[src/rtl/bfly_pkg.sv]
package bfly_pkg;

  typedef enum logic {SET_STRAIGHT = 1'b0, SET_CROSS = 1'b1} sw_set_e;

  // Element setting for address bit idx, taken from the source/destination tag.
  function automatic sw_set_e route_set(input logic [7:0] src,
                                        input logic [7:0] dst,
                                        input int unsigned idx);
    return (src[idx] ^ dst[idx]) ? SET_CROSS : SET_STRAIGHT;
  endfunction

endpackage

[src/rtl/bfly_arb.sv]
module bfly_arb (
  input  logic       clk,
  input  logic       rst_n,
  input  logic [1:0] req,
  input  logic       adv,
  output logic [1:0] gnt
);
  logic pri_q, pri_d;

  always_comb begin
    gnt   = req;
    pri_d = pri_q;
    if (&req) begin
      gnt = pri_q ? 2'b10 : 2'b01;
      if (adv) pri_d = ~pri_q;
    end
  end

  always_ff @(posedge clk or negedge rst_n) begin
    if (!rst_n) pri_q <= 1'b0;
    else        pri_q <= pri_d;
  end
endmodule

[src/rtl/bfly_switch.sv]
module bfly_switch
  import bfly_pkg::*;
#(
  parameter int AW = 4,
  parameter int W  = 16,
  parameter int S  = 0
) (
  input  logic                clk,
  input  logic                rst_n,
  input  logic [1:0]          in_v,
  input  logic [1:0][AW-1:0]  in_dst,
  input  logic [1:0][AW-1:0]  in_src,
  input  logic [1:0][W-1:0]   in_data,
  output logic [1:0]          in_take,
  input  logic [1:0]          out_take,
  output logic [1:0]          q_v,
  output logic [1:0][AW-1:0]  q_dst,
  output logic [1:0][AW-1:0]  q_src,
  output logic [1:0][W-1:0]   q_data
);
  sw_set_e              set_lo, set_hi;
  logic [1:0]           want;
  logic [1:0][1:0]      req, gnt;
  logic [1:0]           free, load, pick, d_v;
  logic [1:0][AW-1:0]   d_dst, d_src;
  logic [1:0][W-1:0]    d_data;

  assign set_lo  = route_set(8'(in_src[0]), 8'(in_dst[0]), S);
  assign set_hi  = route_set(8'(in_src[1]), 8'(in_dst[1]), S);
  assign want[0] = (set_lo == SET_CROSS);
  assign want[1] = (set_hi == SET_STRAIGHT);
  assign free    = ~q_v | out_take;

  for (genvar o = 0; o < 2; o++) begin : g_out
    for (genvar x = 0; x < 2; x++) begin : g_req
      assign req[o][x] = in_v[x] && (want[x] == 1'(o));
    end
    bfly_arb u_arb (
      .clk (clk),
      .rst_n (rst_n),
      .req (req[o]),
      .adv (free[o]),
      .gnt (gnt[o])
    );
    assign load[o] = (|req[o]) && free[o];
    assign pick[o] = gnt[o][1];
  end

  for (genvar x = 0; x < 2; x++) begin : g_take
    assign in_take[x] = in_v[x] && free[want[x]] && gnt[want[x]][x];
  end

  always_comb begin
    for (int o = 0; o < 2; o++) begin
      d_v[o]    = q_v[o] & ~out_take[o];
      d_dst[o]  = q_dst[o];
      d_src[o]  = q_src[o];
      d_data[o] = q_data[o];
      if (load[o]) begin
        d_v[o]    = 1'b1;
        d_dst[o]  = in_dst[pick[o]];
        d_src[o]  = in_src[pick[o]];
        d_data[o] = in_data[pick[o]];
      end
    end
  end

  always_ff @(posedge clk or negedge rst_n) begin
    if (!rst_n) q_v <= '0;
    else        q_v <= d_v;
  end

  always_ff @(posedge clk) begin
    for (int o = 0; o < 2; o++) begin
      if (load[o]) begin
        q_dst[o]  <= d_dst[o];
        q_src[o]  <= d_src[o];
        q_data[o] <= d_data[o];
      end
    end
  end
endmodule

[src/rtl/bfly_stage.sv]
module bfly_stage #(
  parameter int N  = 16,
  parameter int AW = 4,
  parameter int W  = 16,
  parameter int S  = 0
) (
  input  logic                      clk,
  input  logic                      rst_n,
  input  logic [N-1:0]              up_v,
  input  logic [N-1:0][AW-1:0]      up_dst,
  input  logic [N-1:0][AW-1:0]      up_src,
  input  logic [N-1:0][W-1:0]       up_data,
  output logic [N-1:0]              up_take,
  input  logic [N-1:0]              dn_take,
  output logic [N-1:0]              q_v,
  output logic [N-1:0][AW-1:0]      q_dst,
  output logic [N-1:0][AW-1:0]      q_src,
  output logic [N-1:0][W-1:0]       q_data
);
  localparam int PAIRS = N / 2;

  for (genvar j = 0; j < PAIRS; j++) begin : g_pair
    localparam int LO = ((j >> S) << (S + 1)) | (j & ((1 << S) - 1));
    localparam int HI = LO + (1 << S);

    logic [1:0]         e_take, e_v;
    logic [1:0][AW-1:0] e_dst, e_src;
    logic [1:0][W-1:0]  e_data;

    bfly_switch #(.AW(AW), .W(W), .S(S)) u_sw (
      .clk      (clk),
      .rst_n    (rst_n),
      .in_v     ({up_v[HI], up_v[LO]}),
      .in_dst   ({up_dst[HI], up_dst[LO]}),
      .in_src   ({up_src[HI], up_src[LO]}),
      .in_data  ({up_data[HI], up_data[LO]}),
      .in_take  (e_take),
      .out_take ({dn_take[HI], dn_take[LO]}),
      .q_v      (e_v),
      .q_dst    (e_dst),
      .q_src    (e_src),
      .q_data   (e_data)
    );

    assign up_take[LO] = e_take[0];
    assign up_take[HI] = e_take[1];
    assign q_v[LO]     = e_v[0];
    assign q_v[HI]     = e_v[1];
    assign q_dst[LO]   = e_dst[0];
    assign q_dst[HI]   = e_dst[1];
    assign q_src[LO]   = e_src[0];
    assign q_src[HI]   = e_src[1];
    assign q_data[LO]  = e_data[0];
    assign q_data[HI]  = e_data[1];
  end
endmodule

[src/rtl/bfly_net.sv]
module bfly_net #(
  parameter int N  = 16,
  parameter int W  = 16,
  parameter int AW = $clog2(N)
) (
  input  logic            clk,
  input  logic            rst_n,
  input  logic [N-1:0]    in_valid,
  output logic [N-1:0]    in_ready,
  input  logic [N*AW-1:0] in_dst,
  input  logic [N*W-1:0]  in_data,
  output logic [N-1:0]    out_valid,
  output logic [N*AW-1:0] out_src,
  output logic [N*W-1:0]  out_data
);
  localparam int LOG = AW;

  logic [LOG-1:0][N-1:0]          sv, stake, dtake;
  logic [LOG-1:0][N-1:0][AW-1:0]  sdst, ssrc;
  logic [LOG-1:0][N-1:0][W-1:0]   sdata;
  logic [N-1:0][AW-1:0]           port_id, port_dst;
  logic [N-1:0][W-1:0]            port_data;

  assign port_dst  = in_dst;
  assign port_data = in_data;

  for (genvar p = 0; p < N; p++) begin : g_id
    assign port_id[p] = AW'(p);
  end

  for (genvar s = 0; s < LOG; s++) begin : g_stage
    if (s == LOG - 1) begin : g_last
      assign dtake[s] = '1;
    end else begin : g_mid
      assign dtake[s] = stake[s+1];
    end

    if (s == 0) begin : g_first
      bfly_stage #(.N(N), .AW(AW), .W(W), .S(s)) u_stage (
        .clk (clk), .rst_n (rst_n),
        .up_v (in_valid), .up_dst (port_dst), .up_src (port_id), .up_data (port_data),
        .up_take (stake[s]), .dn_take (dtake[s]),
        .q_v (sv[s]), .q_dst (sdst[s]), .q_src (ssrc[s]), .q_data (sdata[s])
      );
    end else begin : g_next
      bfly_stage #(.N(N), .AW(AW), .W(W), .S(s)) u_stage (
        .clk (clk), .rst_n (rst_n),
        .up_v (sv[s-1]), .up_dst (sdst[s-1]), .up_src (ssrc[s-1]), .up_data (sdata[s-1]),
        .up_take (stake[s]), .dn_take (dtake[s]),
        .q_v (sv[s]), .q_dst (sdst[s]), .q_src (ssrc[s]), .q_data (sdata[s])
      );
    end
  end

  assign in_ready  = stake[0];
  assign out_valid = sv[LOG-1];
  assign out_src   = ssrc[LOG-1];
  assign out_data  = sdata[LOG-1];
endmodule

[config.mk]
export PLATFORM = sky130hd
export DESIGN_NAME = bfly_net
export DESIGN_NICKNAME = d
export VERILOG_FILES = /design/src/rtl/bfly_pkg.sv /design/src/rtl/bfly_arb.sv /design/src/rtl/bfly_switch.sv /design/src/rtl/bfly_stage.sv /design/src/rtl/bfly_net.sv
export SDC_FILE = /design/constraint.sdc
export NUM_CORES = 2
export LEC_CHECK = 0
export BUFFER_PORTS_ARGS = -buffer_cell sky130_fd_sc_hd__buf_2
export CORE_MARGIN = 3
export CORE_UTILIZATION = 45
export CTS_BUF_LIST = sky130_fd_sc_hd__clkbuf_8
export CTS_CLUSTER_DIAMETER = 200
export DETAILED_ROUTE_END_ITERATION = 8
export PLACE_DENSITY = 0.73
export SYNTH_ARGS = -nofsm -noshare
export SYNTH_HDL_FRONTEND = slang
export SYNTH_SLANG_ARGS = --single-unit
[constraint.sdc]
create_clock -name clk -period 9 [get_ports clk]
set_clock_uncertainty 0.05 [all_clocks]
set_input_delay 1.35 -clock clk [delete_from_list [all_inputs] [get_ports clk]]
set_output_delay 1.35 -clock clk [all_outputs]
set_load 0.005 [all_outputs]
Word level (Yosys, flattened, before mapping)

Cells that the tools add are included.

Bits in latches: 0
Output and inout bits: 352
Bits in registers: 1600
Memories: 0
Logic and storage cells: 2040
RAM bits: 0
Input bits: 338
Bits in read-only memories: 0

Reduce and logical (&&, ||, !) cells: 480
Order comparisons: 128
Add/subtract/negate cells: 0
$mul: 0
Div/mod/pow operators: 0
Bitwise gates (word level): 312
Eq/ne operators: 0
Shift-type cells: 0
Mux-type cells: 848

Operator list:

| operator                                                              | number |
|---|---|
| 16-bit 2-to-1 mux                                                     | 128 |
| 4-bit 2-to-1 mux                                                      | 208 |
| 2-bit 2-to-1 mux                                                      | 192 |
| 1-bit 2-to-1 mux                                                      | 320 |
| 1-bit logical AND                                                     | 304 |
| 1-bit by 2-bit < comparator with 1-bit output (second input constant) | 128 |
| 1-bit inverter                                                        | 168 |
| 3-bit AND reduction                                                   | 48 |
| 2-bit AND reduction                                                   | 64 |
| 2-bit OR reduction                                                    | 64 |
| 1-bit AND                                                             | 48 |
| 2-bit inverter                                                        | 24 |
| 2-bit bitwise OR                                                      | 24 |
| 1-bit XOR                                                             | 48 |

Longest topological paths before layout

Depth in word-level cells: 24
Mapped depth: 7
Mapped depth without buffers: 7

Modules after synthesis

Synthesis repeated with hierarchy kept, for this count alone.

Cells, all modules: 4450
Area, all modules: 76641.0 sq um

By module, submodules not included:

| module                                                      | sequential area each (sq um) | instances | area an instance (sq um) | cells each |
|---|---|---|---|---|
| bfly_switch (g_stage[0].g_first.u_stage.g_pair[0].u_sw ...) | 1491.4                       | 24        | 2245.9                   | 127 |
| bfly_switch (g_stage[3].g_next.u_stage.g_pair[0].u_sw ...)  | 1491.4                       | 8         | 2381.0                   | 127 |
| bfly_arb                                                    | 25.0                         | 64        | 57.6                     | 6 |
| bfly_net                                                    | 0.0                          | 1         | 7.5                      | 2 |

Least setup slack after synthesis

OpenSTA, ideal clock, no wires.

Path kind: input to output
From: input port in_valid[11]
To: output port in_ready[11]
Path buffers: 1
Stages on the path: 5
Slack: 5349 ps
Arrival time: 2251 ps
Data required time: 7600 ps
Cell sequence: nor2b_1 > o21a_1 > clkbuf_1 > inv_1 > o22ai_1

Cells in the longest elaborated chain, start to end: 6
Elaborated cells between the ends (all ways): 10
Classes of those cells: mux (4); reduce/logical (6)

RTL lines:

| what                                                 | line              | source |
|---|---|---|
| start: declaration                                   | bfly_net.sv:8     | `input logic [N-1:0] in_valid,` |
| 1-bit logical AND                                    | bfly_switch.sv:36 | `assign req[o][x] = in_v[x] && (want[x] == 1'(o));` |
| 2-bit AND reduction                                  | bfly_arb.sv:13    | `if (&req) begin` |
| 2-bit 2-to-1 mux                                     | bfly_arb.sv:13    |  |
| 2-bit 2-to-1 mux (implied by the code) (2 in series) | bfly_switch.sv:50 | `assign in_take[x] = in_v[x] && free[want[x]] && gnt[want[x]][x];` |
| 1-bit logical AND *                                  | bfly_switch.sv:50 |  |
| end: declaration                                     | bfly_net.sv:9     | `output logic [N-1:0] in_ready,` |

Mark *: on every way between the ends. The rest lies on a longest branch, timed or not. The select of a mux whose other input is x is not followed.

Final worst setup path

From: register g_stage[1].g_next.u_stage.g_pair[7].u_sw.q_v[0]
To: output port in_ready[12]

Cells in the longest elaborated chain, start to end: 16
Elaborated cells between the ends (all ways): 21
Classes of those cells: mux (8); bitwise (3); reduce/logical (10)

RTL lines:

| what                                                   | line              | source |
|---|---|---|
| start: declaration                                     | bfly_switch.sv:16 | `output logic [1:0] q_v,` |
| start signal: assignment                               | bfly_switch.sv:70 | `else q_v <= d_v;` |
| 1-bit logical AND                                      | bfly_switch.sv:36 |  |
| 2-bit AND reduction                                    | bfly_arb.sv:13    |  |
| 2-bit 2-to-1 mux                                       | bfly_arb.sv:13    |  |
| 2-bit 2-to-1 mux (implied by the code) (2 in series)   | bfly_switch.sv:50 |  |
| 1-bit logical AND                                      | bfly_switch.sv:50 |  |
| 2-bit bitwise OR *                                     | bfly_switch.sv:32 | `assign free = ~q_v \| out_take;` |
| 1-bit 2-to-1 mux (implied by the code) * (2 in series) | bfly_switch.sv:50 |  |
| 1-bit logical AND * (2 in series)                      | bfly_switch.sv:50 |  |
| 2-bit bitwise OR *                                     | bfly_switch.sv:32 |  |
| 1-bit 2-to-1 mux (implied by the code) * (2 in series) | bfly_switch.sv:50 |  |
| 1-bit logical AND * (2 in series)                      | bfly_switch.sv:50 |  |

Marks and branches as above.

==> impl_metrics.ini <==
[status]
status = complete, no violations

[logic_synthesis]
synthesis.nets = 4980
yosysSeqAreaShare_pct = 68.3
syn_area_um2 = 61000
synth_seq_cells = 1408
synth_edf_count = 1280
synth_cell_types = 66
async_flop_share_pct = 9.09
ys.flop_type = edfxtp_1
synth_area_per_cell_um2 = 13.1
netlist_instances = 4642
synth_warnings = 0

[clocking]
postCtsSetupBuffers = 0
clk_latency_ns = 0.96
cts_root_buf = clkbuf_8
numCtsBuffers = 227
clkTransAtPathRegs_ns = 0.06
cts-htree-levels = 4
ctsResizeCount = 0
cts_hold_buf = 0
clk_path_buf_depth = 3
cts_sinks = 1408
cts_tree = yes

[setup_path]
critical_path_depth = 6
cp_num_buf_inv = 1
path_cells = nor2b_1 -> o31a_1 -> o221ai_1 -> a311o_1 -> o22ai_1 -> buf_2
crit_path_end_kind = output pin
startpoint_type = register
slowest_stage = o31a_1
cpLargestDelayFamily = compound AO/OA/AOI/OAI gates
path_class = reg -> out
cp_data_arrival_time_ns = 4.24
slowest_delay_ns = 0.82
critPathRequiredTime_ns = 7.60
cp_max_fo = 21
r2r_cells = 6

[place]
place_congestion = 0.987
port_buffers = 689
dp_hpwl_mm = 162
preCtsSetupSlack_ns = 4.46
placed_area_um2 = 66600

[detailed_routing]
detail-route-antenna-nets = 0
drtIter0Drc = 5411
vias_per_cell = 5.58
dr.pass1.iters = 6
routed_wl_mm = 213
drc = 0
wl_per_cell_um = 28.5
vias = 41700

[timing]
tightest_slew_ns = 1.33
period_needed_ns = 5.64
max_freq_ghz = 0.177
finalSetupTns_ns = 0
finalHoldViolations = 0
slew_viol_final = 0
slew_headroom_pct = 11.1
worst_slack_ns = 3.36
setup_viol = 0
period_share_pct = 62.7
rsz0062_at_grt = no

[floorplanning]
start_util_pct = 45.5
io_pins = 690
die-area_um2 = 140000
die_h_um = 374
die_w_um = 374
placementRows = 134
core_area_um2 = 134000

[global_routing]
met2_usage_pct = 46.6
grt.busiest_layer = met2
overflow = 0
grt_pass1_vias = 40000
gr-usage-met3_pct = 8.61
grt_max_degree = 53
grt_antenna_before_repair = 77
grtUsageTotal_pct = 29.7
grt_util_met1_pct = 38.9
grt_pass1_wl_mm = 293

[run]
maxCapViolations = 0

[layout]
layout-area-overhead-vs-synth_pct = 17.0
fin_nets = 5787
fin_area_um2 = 71300
drive_gt1_share_pct = 33.0

[pwr]
powerDensity_nw_per_um2 = 437
p_leak_nw = 29.2
ir_drop_mv = 0.213
power_mw = 31.2

[hold_path]
hold_class = in -> async
==> worst paths after layout <==
kind,startpoint,end,slack [ns]
setup / recovery,g_stage[1].g_next.u_stage.g_pair[7].u_sw.q_v[0]$_DFF_PN0_,in_ready[12],3.36
hold / removal,rst_n,g_stage[3].g_next.u_stage.g_pair[0].u_sw.q_v[1]$_DFF_PN0_,0.33
setup reg to reg,g_stage[1].g_next.u_stage.g_pair[7].u_sw.q_v[0]$_DFF_PN0_,register,5.09
hold reg to reg,register,register,0.43
max in group asynchronous,rst_n,g_stage[0].g_first.u_stage.g_pair[0].u_sw.q_v[1]$_DFF_PN0_,7.10
min in group clk,register,register,0.43
==> area by class of cell <==
| type | count | area (um^2) |
|---|---|---|
| diodes | 52 | 130 |
| flip-flops and latches | 1408 | 41600 |
| clock inverters | 172 | 1090 |
| inverters | 87 | 327 |
| repair buffers | 761 | 4000 |
| well taps | 1768 | 2210 |
| fillers | 11100 | 62600 |
| multi-input cells | 2964 | 18500 |
| clock buffers | 253 | 3480 |
==> flip-flops by register name (all words and copies together), names as in the netlist <==
| register | cells |
|---|---|
| g_stage.g_next.u_stage.g_pair.u_sw.q_dst | 48 |
| g_stage.g_first.u_stage.g_pair.u_sw.q_dst | 48 |
| g_stage.g_first.u_stage.g_pair.u_sw.g_out.u_arb.pri_q | 16 |
| g_stage.g_next.u_stage.g_pair.u_sw.q_data | 768 |
| g_stage.g_first.u_stage.g_pair.u_sw.q_data | 256 |
| g_stage.g_first.u_stage.g_pair.u_sw.q_v | 16 |
| g_stage.g_next.u_stage.g_pair.u_sw.q_src | 144 |
| g_stage.g_first.u_stage.g_pair.u_sw.q_src | 16 |
| g_stage.g_next.u_stage.g_pair.u_sw.g_out.u_arb.pri_q | 48 |
| g_stage.g_next.u_stage.g_pair.u_sw.q_v | 48 |
==> synthesized netlist by cell type (27+ instances only) <==
cell,count,area [um^2]
a21oi_1,34,170
clkbuf_1,176,661
dfrtp_1,128,3200
edfxtp_1,1280,38400
inv_1,87,327
mux2_2,722,8130
nand2_1,1624,6100
nand2b_1,31,194
nand3_1,35,175
nor2_1,99,372
nor2b_1,33,206
nor3_1,27,135
xor2_1,40,350
==> routing by layer <==
layer	vias up	wire, um
li1	18200	-
met1	20600	81300
met2	2427	98300
met3	407	24100
met4	26	9140
met5	-	182
==> kinds of logic after synthesis <==
group	synth area share [%]
DFF	68.3
xor gates and xnor gates	0.919
muxes	13.4
buffers and inverters	1.67
and+or+nand+nor	13.2
AOI/OAI and AO/OA	2.56
==> power breakdown <==
part           internal (mW)  total, mW  switching [mW]
clock network           2.93       5.56            2.63
logic                   3.84       11.0            7.12
registers               12.2       14.7            2.41
==> stage by stage <==
step | utilization, % | hold WS [ns] | std cells
floorplan | - | 0.395 | 4642
global placement | 49.7 | 0.410 | 6988
detailed placement | 49.7 | 0.414 | 6988
CTS | 53.2 | 0.277 | 7413
global route | 53.2 | 0.302 | 7431
finish | 53.2 | 0.327 | 7465
==> cells in the final DEF (no fill, tap or decap), types with 6 or more instances in the layout <==
cell type / count
o31a_1: 9
a21oi_1: 17
nor2_2: 10
o21ai_0: 15
dfrtp_1: 128
nand2_1: 1624
o21a_1: 8
clkinv_1: 43
nor2b_1: 33
or3b_2: 6
buf_4: 72
or3_1: 8
mux2i_1: 6
and3_1: 26
a31oi_1: 10
o211ai_1: 15
o2111ai_1: 9
nand2b_1: 31
bufinv_16: 12
nand3_1: 35
nor2_1: 89
a311oi_1: 6
and2_1: 11
nor3b_1: 26
mux2_2: 722
edfxtp_1: 1280
clkinv_2: 25
or2_2: 16
clkbuf_8: 253
buf_2: 688
nand3b_1: 10
nor3_1: 27
diode_2: 52
o22ai_1: 9
xnor2_1: 24
o21bai_1: 19
inv_1: 165
xor2_1: 40
a21oi_2: 17
Note: power is estimated with default switching activity, not from simulation.
